$ cat src/rtl/arb_pkg.sv
package arb_pkg;
  localparam int DEF_GRP_NUM  = 4;
  localparam int DEF_GRP_PROG = 4;
  localparam int DEF_GRP_FIX  = 2;
  localparam int DEF_TOP_FIX  = 2;
  localparam int DEF_RANK_W   = 2;
endpackage

$ cat src/rtl/rank_pick.sv
module rank_pick #(
  parameter int N_PROG = 4,
  parameter int N_FIX  = 2,
  parameter int RANK_W = 2,
  localparam int N_ALL = N_PROG + N_FIX,
  localparam int SEL_W = $clog2(N_ALL),
  localparam int N_LVL = 1 << RANK_W
) (
  input  logic [N_PROG-1:0]        prog_req,
  input  logic [N_PROG*RANK_W-1:0] rank_cfg,
  input  logic [N_FIX-1:0]         fix_req,
  output logic                     hit,
  output logic [SEL_W-1:0]         sel
);
  always_comb begin
    hit = 1'b0;
    sel = '0;
    for (int lvl = 0; lvl < N_LVL; lvl++) begin
      for (int i = 0; i < N_PROG; i++) begin
        if (!hit && prog_req[i] &&
            rank_cfg[i*RANK_W +: RANK_W] == RANK_W'(lvl)) begin
          hit = 1'b1;
          sel = SEL_W'(i);
        end
      end
    end
    for (int f = 0; f < N_FIX; f++) begin
      if (!hit && fix_req[f]) begin
        hit = 1'b1;
        sel = SEL_W'(N_PROG + f);
      end
    end
  end
endmodule

$ cat src/rtl/arb_group.sv
module arb_group #(
  parameter int N_PROG = 4,
  parameter int N_FIX  = 2,
  parameter int RANK_W = 2,
  localparam int N_ALL = N_PROG + N_FIX,
  localparam int SEL_W = $clog2(N_ALL)
) (
  input  logic [N_ALL-1:0]         req,
  input  logic [N_PROG*RANK_W-1:0] cfg,
  output logic                     hit,
  output logic [SEL_W-1:0]         sel
);
  rank_pick #(.N_PROG(N_PROG), .N_FIX(N_FIX), .RANK_W(RANK_W)) u_pick (
    .prog_req (req[N_PROG-1:0]),
    .rank_cfg (cfg),
    .fix_req  (req[N_ALL-1:N_PROG]),
    .hit      (hit),
    .sel      (sel)
  );
endmodule

$ cat src/rtl/arb_root.sv
module arb_root #(
  parameter int N_GRP   = 4,
  parameter int GRP_SZ  = 6,
  parameter int N_FIX   = 2,
  parameter int RANK_W  = 2,
  parameter int LOC_W   = 3,
  parameter int IDX_W   = 5,
  localparam int N_ALL  = N_GRP + N_FIX,
  localparam int SEL_W  = $clog2(N_ALL),
  localparam int FIX_BASE = N_GRP * GRP_SZ
) (
  input  logic [N_GRP-1:0]            grp_hit,
  input  logic [N_GRP-1:0][LOC_W-1:0] grp_sel,
  input  logic [N_FIX-1:0]            fix_req,
  input  logic [N_GRP*RANK_W-1:0]     cfg,
  output logic                        hit,
  output logic [IDX_W-1:0]            idx
);
  logic [SEL_W-1:0] top_sel;
  int unsigned      idx_tmp;

  rank_pick #(.N_PROG(N_GRP), .N_FIX(N_FIX), .RANK_W(RANK_W)) u_pick (
    .prog_req (grp_hit),
    .rank_cfg (cfg),
    .fix_req  (fix_req),
    .hit      (hit),
    .sel      (top_sel)
  );

  always_comb begin
    idx_tmp = 0;
    for (int g = 0; g < N_GRP; g++) begin
      if (top_sel == SEL_W'(g)) idx_tmp = g * GRP_SZ + int'(grp_sel[g]);
    end
    for (int f = 0; f < N_FIX; f++) begin
      if (top_sel == SEL_W'(N_GRP + f)) idx_tmp = FIX_BASE + f;
    end
    idx = hit ? IDX_W'(idx_tmp) : '0;
  end
endmodule

$ cat src/rtl/arb_top.sv
module arb_top #(
  parameter int N_GRP   = arb_pkg::DEF_GRP_NUM,
  parameter int G_PROG  = arb_pkg::DEF_GRP_PROG,
  parameter int G_FIX   = arb_pkg::DEF_GRP_FIX,
  parameter int T_FIX   = arb_pkg::DEF_TOP_FIX,
  parameter int RANK_W  = arb_pkg::DEF_RANK_W,
  localparam int GRP_SZ = G_PROG + G_FIX,
  localparam int N_SRC  = N_GRP * GRP_SZ + T_FIX,
  localparam int IDX_W  = $clog2(N_SRC),
  localparam int LOC_W  = $clog2(GRP_SZ),
  localparam int GCFG_W = G_PROG * RANK_W,
  localparam int TCFG_W = N_GRP * RANK_W
) (
  input  logic                    clk,
  input  logic                    rst_n,
  input  logic [N_SRC-1:0]        req_i,
  input  logic [N_GRP*GCFG_W-1:0] slv_cfg_i,
  input  logic [TCFG_W-1:0]       mst_cfg_i,
  output logic [N_SRC-1:0]        grant_o,
  output logic [IDX_W-1:0]        win_idx_o,
  output logic                    win_vld_o
);
  logic [1:0] rst_sync_q;
  logic       rst_sync_n;

  always_ff @(posedge clk or negedge rst_n) begin
    if (!rst_n) rst_sync_q <= 2'b00;
    else        rst_sync_q <= {rst_sync_q[0], 1'b1};
  end
  assign rst_sync_n = rst_sync_q[1];

  logic [N_GRP-1:0]            grp_hit;
  logic [N_GRP-1:0][LOC_W-1:0] grp_sel;

  for (genvar g = 0; g < N_GRP; g++) begin : g_grp
    arb_group #(.N_PROG(G_PROG), .N_FIX(G_FIX), .RANK_W(RANK_W)) u_grp (
      .req (req_i[g*GRP_SZ +: GRP_SZ]),
      .cfg (slv_cfg_i[g*GCFG_W +: GCFG_W]),
      .hit (grp_hit[g]),
      .sel (grp_sel[g])
    );
  end

  logic             win_hit;
  logic [IDX_W-1:0] win_idx;

  arb_root #(
    .N_GRP(N_GRP), .GRP_SZ(GRP_SZ), .N_FIX(T_FIX), .RANK_W(RANK_W),
    .LOC_W(LOC_W), .IDX_W(IDX_W)
  ) u_root (
    .grp_hit (grp_hit),
    .grp_sel (grp_sel),
    .fix_req (req_i[N_SRC-1 -: T_FIX]),
    .cfg     (mst_cfg_i),
    .hit     (win_hit),
    .idx     (win_idx)
  );

  logic [N_SRC-1:0] grant_d;
  always_comb begin
    grant_d = '0;
    for (int k = 0; k < N_SRC; k++) begin
      if (win_hit && win_idx == IDX_W'(k)) grant_d[k] = 1'b1;
    end
  end

  always_ff @(posedge clk or negedge rst_sync_n) begin
    if (!rst_sync_n) begin
      grant_o   <= '0;
      win_idx_o <= '0;
      win_vld_o <= 1'b0;
    end else begin
      grant_o   <= grant_d;
      win_idx_o <= win_idx;
      win_vld_o <= win_hit;
    end
  end
endmodule

$ cat config.mk
export PLATFORM = sky130hd
export DESIGN_NAME = arb_top
export DESIGN_NICKNAME = d
export VERILOG_FILES = /design/src/rtl/arb_pkg.sv /design/src/rtl/rank_pick.sv /design/src/rtl/arb_group.sv /design/src/rtl/arb_root.sv /design/src/rtl/arb_top.sv
export SDC_FILE = /design/constraint.sdc
export NUM_CORES = 1
export LEC_CHECK = 0
export ABC_AREA = 0
export BUFFER_PORTS_ARGS = -buffer_cell sky130_fd_sc_hd__buf_4
export CAP_MARGIN = 20
export CORE_ASPECT_RATIO = 0.9
export CORE_UTILIZATION = 54
export CTS_CLUSTER_DIAMETER = 100
export DETAILED_ROUTE_END_ITERATION = 12
export PLACE_DENSITY = 0.86
export SKIP_CTS_REPAIR_TIMING = 1
export SLEW_MARGIN = 20
export SYNTH_ARGS = -nofsm -noshare
export SYNTH_HDL_FRONTEND = slang
export SYNTH_SLANG_ARGS = --single-unit
$ cat constraint.sdc
create_clock -name clk -period 1.61 [get_ports clk]
set_clock_uncertainty 0.05 [all_clocks]
set_input_delay 0.322 -clock clk [delete_from_list [all_inputs] [get_ports clk]]
set_output_delay 0.322 -clock clk [all_outputs]
set_load 0.05 [all_outputs]
==> Implementation_results.wiki, run 1 <==
{| class="wikitable"
! Metric !! Value
|-
| Number of different library cells in the post-synthesis netlist || 74
|-
| Std cell rows || 24
|-
| Setup slack at placement || -1700 ps
|-
| Share of synthesized flip-flops with an asynchronous set or reset || 1.00
|-
| Global-route wire length before repair || 29.6 mm
|-
| Yosys Warn Count || 0
|-
| Sequential cell area fraction in the yosys report || 0.306
|-
| Total congestion overflow || 7
|-
| Maximum buffer depth of the clock tree || 2
|-
| Synth Register Bits || 34
|-
| Number of flops mapped to enable cells by yosys || 0
|-
| Post-synthesis instance total || 344
|-
| TritonCTS Sinks || 34
|-
| Die Wd || 77.6 um
|-
| Maximum number of pins on one net before global-route repair || 33
|-
| Most frequently used flop master after synthesis || sky130_fd_sc_hd__dfrtp_1
|-
| Top post-synthesis cells by area || sky130_fd_sc_hd__dfrtp_1 (31%), sky130_fd_sc_hd__nor3_1 (6.3%), sky130_fd_sc_hd__nor2_1 (4.2%)
|-
| Global routing usage summed across all routing layers || 0.721
|-
| Last stage the flow got to || 5_1_grt
|-
| Placed Cells || 629
|-
| RD Place Congestion || 1.00
|-
| Num ports || 100
|-
| Number of clock buffers inserted by TritonCTS || 5
|-
| Maximum level of the CTS H-tree || 2
|-
| Buffers on Ports || 99
|-
| Hpwl dp || 10.4 mm
|-
| CTS Root Buffer Type || sky130_fd_sc_hd__clkbuf_8
|-
| Leading area contributor after synthesis || sky130_fd_sc_hd__dfrtp_1
|-
| Tool error || [ERROR GRT-0116] Global routing finished with congestion. Check the congestion regions in the DRC Viewer.
|-
| Outcome || stopped before the end
|-
| Effective utilization at floorplan || 0.567
|-
| Netlist Area Pre-Place || 2780 sq um
|-
| Synth top area share || 0.306
|-
| Die height || 70.0 um
|-
| Post-synth net total || 414
|-
| Per-instance average area after synthesis || 8.07 sq um
|-
| Via count of the first global-routing pass || 5,350
|}
-- metal layers --
layer | GRT overflow | global-route usage
met1 | 0 | 0.734
met3 | 0 | 0.486
met2 | 1 | 0.913
met5 | 0 | 0.120
met4 | 6 | 0.780
-- through the flow --
step | cell area (sq um) | hold slack [ps] | TNS (ps)
3_5_place_dp | 4630 | 60.1 | -48610
4_1_cts | 4710 | -253 | -45800
3_3_place_gp | 4630 | 53.3 | -42600
2_1_floorplan | 2910 | -23.6 | -38480
-- logic make-up after synthesis --
group,after synthesis,synth area share
AO/OA/AOI/OAI,109,0.288
adder cells (fa/ha/maj),2,0.00901
buffers and inverters,20,0.0306
flip-flops,34,0.306
multiplexers,2,0.00946
other,1,0.00135
AND/OR/NAND/NOR,176,0.355
-- cell usage after synthesis (all sizes together) (4+ instances only) --
cell and instances:
a2111oi 5, a211oi 4, a21oi 19, a221oi 5, a31oi 8, and3 6, dfrtp 34, inv 15
nand2 28, nand2b 12, nand3 10, nor2 31, nor2b 11, nor3 36, nor3b 8, nor4 9
o211ai 5, o21ai 23
==> inputs of run 2 (changes only) <==
CORE_ASPECT_RATIO = default   (was 0.9)
CORE_UTILIZATION = 40   (was 54)
CTS_CLUSTER_DIAMETER = default   (was 100)
PLACE_DENSITY = default   (was 0.86)
PLACE_DENSITY_LB_ADDON = 0.15   (was default)
==> Implementation_results.wiki, run 2 <==
{| class="wikitable"
! Metric !! Value
|-
| Required time of the worst setup path || 1780 ps
|-
| Basic-gate share of the synthesized area counting and, or, nand and nor cells || 0.355
|-
| Global-route wire length before repair || 15.0 mm
|-
| Reg-to-reg endpoint || grant_o[25]$_DFF_PN0_
|-
| Sequential share of power || 0.285
|-
| Number of cells traversed by the worst register-to-register path || 1
|-
| Number of clock buffers inserted by TritonCTS || 5
|-
| Slack of the worst reg-to-reg path || 1030 ps
|-
| Number of design-rule violations left by the first detailed-router iteration || 162
|-
| Sort of element at the start of the critical path || input port
|-
| Met1 Usage GRT || 0.313
|-
| CTS tree || yes
|-
| Outcome || finished, violations left
|-
| GR Layer Usage met2 || 0.468
|-
| Comb power frac || 0.523
|-
| Floorplan Core Area || 6760 sq um
|-
| Final Hold Violating Endpoints || 0
|-
| Hold Path Class || flop to asynchronous set/reset pin
|-
| Xor/xnor share of the synthesized area || 0
|-
| Detailed-routing iteration count for the pre-antenna-repair pass || 4
|-
| Most frequently used flop master after synthesis || sky130_fd_sc_hd__dfrtp_1
|-
| Clock transition time at the flip-flop clock pins of the worst setup and hold paths || 70 ps
|-
| Final #Nets || 670
|-
| Hpwl dp || 7.63 mm
|-
| Fraction of the mapped netlist area in compound gates || 0.288
|-
| Netlist Area Pre-Place || 2780 sq um
|-
| Share of final-layout standard cells stronger than drive strength 1 || 0.544
|-
| Ratio of total power to cell area || 630 nW/um^2
|-
| Die Wd || 85.3 um
|-
| Worst setup margin || -1230 ps
|-
| Via count of the first global-routing pass || 3,439
|-
| Summed area of non-filler cells in the final layout || 5240 sq um
|-
| Effective utilization at floorplan || 0.411
|-
| Share of synthesized flip-flops with an asynchronous set or reset || 1.00
|-
| Area grow syn2layout || 88.6%
|-
| Max-Cap Viols || 0
|-
| Startpoint of the worst-slack reg-to-reg timing path || rst_sync_q[1]$_DFF_PN0_
|-
| Per-instance average area after synthesis || 8.07 sq um
|-
| Crit path max fanout || 6
|-
| Number of flops mapped to enable cells by yosys || 0
|-
| Post-Synth Adder-Cell Area || 0.00901
|-
| Global routing usage summed across all routing layers || 0.250
|-
| Setup repair after global routing missed its margin || yes
|-
| Instance area after placement || 4820 sq um
|-
| Register with the highest flop count || grant_o
|-
| Most common cell after layout, fill and taps aside || sky130_fd_sc_hd__buf_4
|-
| Antenna violations before repair || 0
|-
| Sequential cell area fraction in the yosys report || 0.306
|-
| Leakage power || 2.51 nW
|-
| CP Data Arrival Time || 3020 ps
|-
| Met3 capacity usage during global routing || 0.0195
|-
| Std cell rows || 30
|-
| Startpoint-to-endpoint class of the critical path || input port to flop
|-
| Max FFs per register || 26
|-
| Number of different library cells in the post-synthesis netlist || 74
|-
| Die height || 85.3 um
|-
| Timing-limited maximum frequency || 352 MHz
|-
| Setup slack at placement || -1570 ps
|-
| Vias per inst || 5.39
|-
| Routed Wire Length || 9.45 mm
|-
| Yosys Warn Count || 0
|-
| Design internal power || 0.00204 W
|-
| Period minus WS final || 2840 ps
|-
| Top library cells by usage in the layout, fill and taps aside || sky130_fd_sc_hd__buf_4 (244), sky130_fd_sc_hd__dfrtp_1 (34), sky130_fd_sc_hd__nor2_1 (29)
|-
| Violations in the final reports || setup timing
|-
| Worst-Skew Late Latency || 280 ps
|-
| Ant diodes || 0
|-
| Post-synthesis instance total || 344
|-
| Final ANT Viol Nets || 0
|-
| Combinational family with the most area after synthesis || simple AND/OR/NAND/NOR gates
|-
| CP endpoint kind || flop
|-
| TritonCTS Sinks || 34
|-
| Maximum level of the CTS H-tree || 2
|-
| Biggest registers after layout || grant_o: 26 flops, win_idx_o: 5 flops, rst_sync_q: 2 flops
|-
| CTS Root Buffer Type || sky130_fd_sc_hd__clkbuf_8
|-
| Total net switching power || 0.00126 W
|-
| Max IR drop VDD || 397 uV
|-
| Synth Register Bits || 34
|-
| Setup-violating endpoint count in the final report || 32
|-
| Buffers on Ports || 99
|-
| Vias || 3,673
|-
| Most used standard cell by instance count after synthesis || sky130_fd_sc_hd__nor3_1
|-
| Maximum number of pins on one net before global-route repair || 33
|-
| Leading area contributor after synthesis || sky130_fd_sc_hd__dfrtp_1
|-
| Num ports || 100
|-
| Synth top area share || 0.306
|-
| Final Max Slew Viols || 0
|-
| Final Cycle Share || 1.77
|-
| Top cell types by occurrence after synthesis || sky130_fd_sc_hd__nor3_1 (35), sky130_fd_sc_hd__dfrtp_1 (34), sky130_fd_sc_hd__nor2_1 (31)
|-
| Maximum buffer depth of the clock tree || 2
|-
| Total congestion overflow || 0
|-
| Mean routed wirelength per cell || 13.9 um
|-
| Sw Ratio || 0.381
|-
| Post-synth net total || 414
|-
| Die area || 7280 sq um
|-
| Remaining routing DRC violations || 0
|-
| Multiplexer share of the synthesized area || 0.00946
|-
| Top post-synthesis cells by area || sky130_fd_sc_hd__dfrtp_1 (31%), sky130_fd_sc_hd__nor3_1 (6.3%), sky130_fd_sc_hd__nor2_1 (4.2%)
|-
| GRT Max-Usage Layer || met2
|-
| RD Place Congestion || 0.895
|-
| Clock share of power || 0.192
|}
[run 2: final cells by class]
cell class / count / area, sq um
inverters: 15 / 61.3
clock buffers: 7 / 86.3
fillers: 468 / 1520
multi-input cells: 290 / 2180
flip-flops and latches: 34 / 851
well taps: 80 / 100
repair buffers: 254 / 1950
clock inverters: 1 / 5.00
[run 2: critical path, cell delays in order]
cell	delay, ps
sky130_fd_sc_hd__buf_6	90
sky130_fd_sc_hd__nor2b_4	120
sky130_fd_sc_hd__a2111o_1	400
sky130_fd_sc_hd__or2_4	280
sky130_fd_sc_hd__a221oi_4	300
sky130_fd_sc_hd__o21bai_2	110
sky130_fd_sc_hd__or3_4	390
sky130_fd_sc_hd__mux2_4	310
sky130_fd_sc_hd__or4_4	440
sky130_fd_sc_hd__and4b_1	250
[run 2: per-layer routing]
metal,part of all wire,vias up
met1,0.43,1702
met5,0,-
li1,-,1844
met2,0.52,119
met4,0.0086,0
met3,0.038,8
[run 2: logic make-up after synthesis]
group	after synthesis
other cells	1
flops	34
compound gates	109
fa+ha+maj	2
mux	2
buf+inv	20
simple gates	176
[run 2: power by group through the flow]
stage	Combinational, W	Clock (W)	Sequential [W]
2_1_floorplan	0.000557	0	0.00120
3_3_place_gp	0.00151	0	0.000957
3_5_place_dp	0.00152	0	0.000957
4_1_cts	0.00153	0.000635	0.000942
5_1_grt	0.00184	0.000675	0.000945
6_report	0.00173	0.000633	0.000941
[run 2: worst max-delay path by stage]
stage                                       end  slack, ps      start  cells past startpoint
after global routing       grant_o[0]$_DFF_PN0_      -1320  req_i[21]                     13
after detailed placement   grant_o[0]$_DFF_PN0_      -1570   req_i[0]                     10
after CTS                 grant_o[16]$_DFF_PN0_      -1290   req_i[0]                     12
final                      grant_o[0]$_DFF_PN0_      -1230  req_i[21]                     10
after floorplan            grant_o[0]$_DFF_PN0_      -1500  req_i[21]                     10
after global placement     grant_o[0]$_DFF_PN0_      -1510  req_i[21]                     10
[run 2: metrics by stage]
stage / setup TNS [ps] / hold slack (ps) / power [W] / instances / utilization
2_1_floorplan: -38480 / -23.6 / 0.00176 / 344 / -
3_3_place_gp: -43080 / 53.9 / 0.00246 / 666 / 0.713
3_5_place_dp: -45130 / 56.4 / 0.00248 / 666 / 0.713
4_1_cts: -36350 / -245 / 0.00311 / 674 / 0.726
5_1_grt: -37240 / 253 / 0.00346 / 681 / 0.775
6_report: -34100 / 202 / 0.00330 / 681 / 0.775
Note: power is estimated with default switching activity, not from simulation.
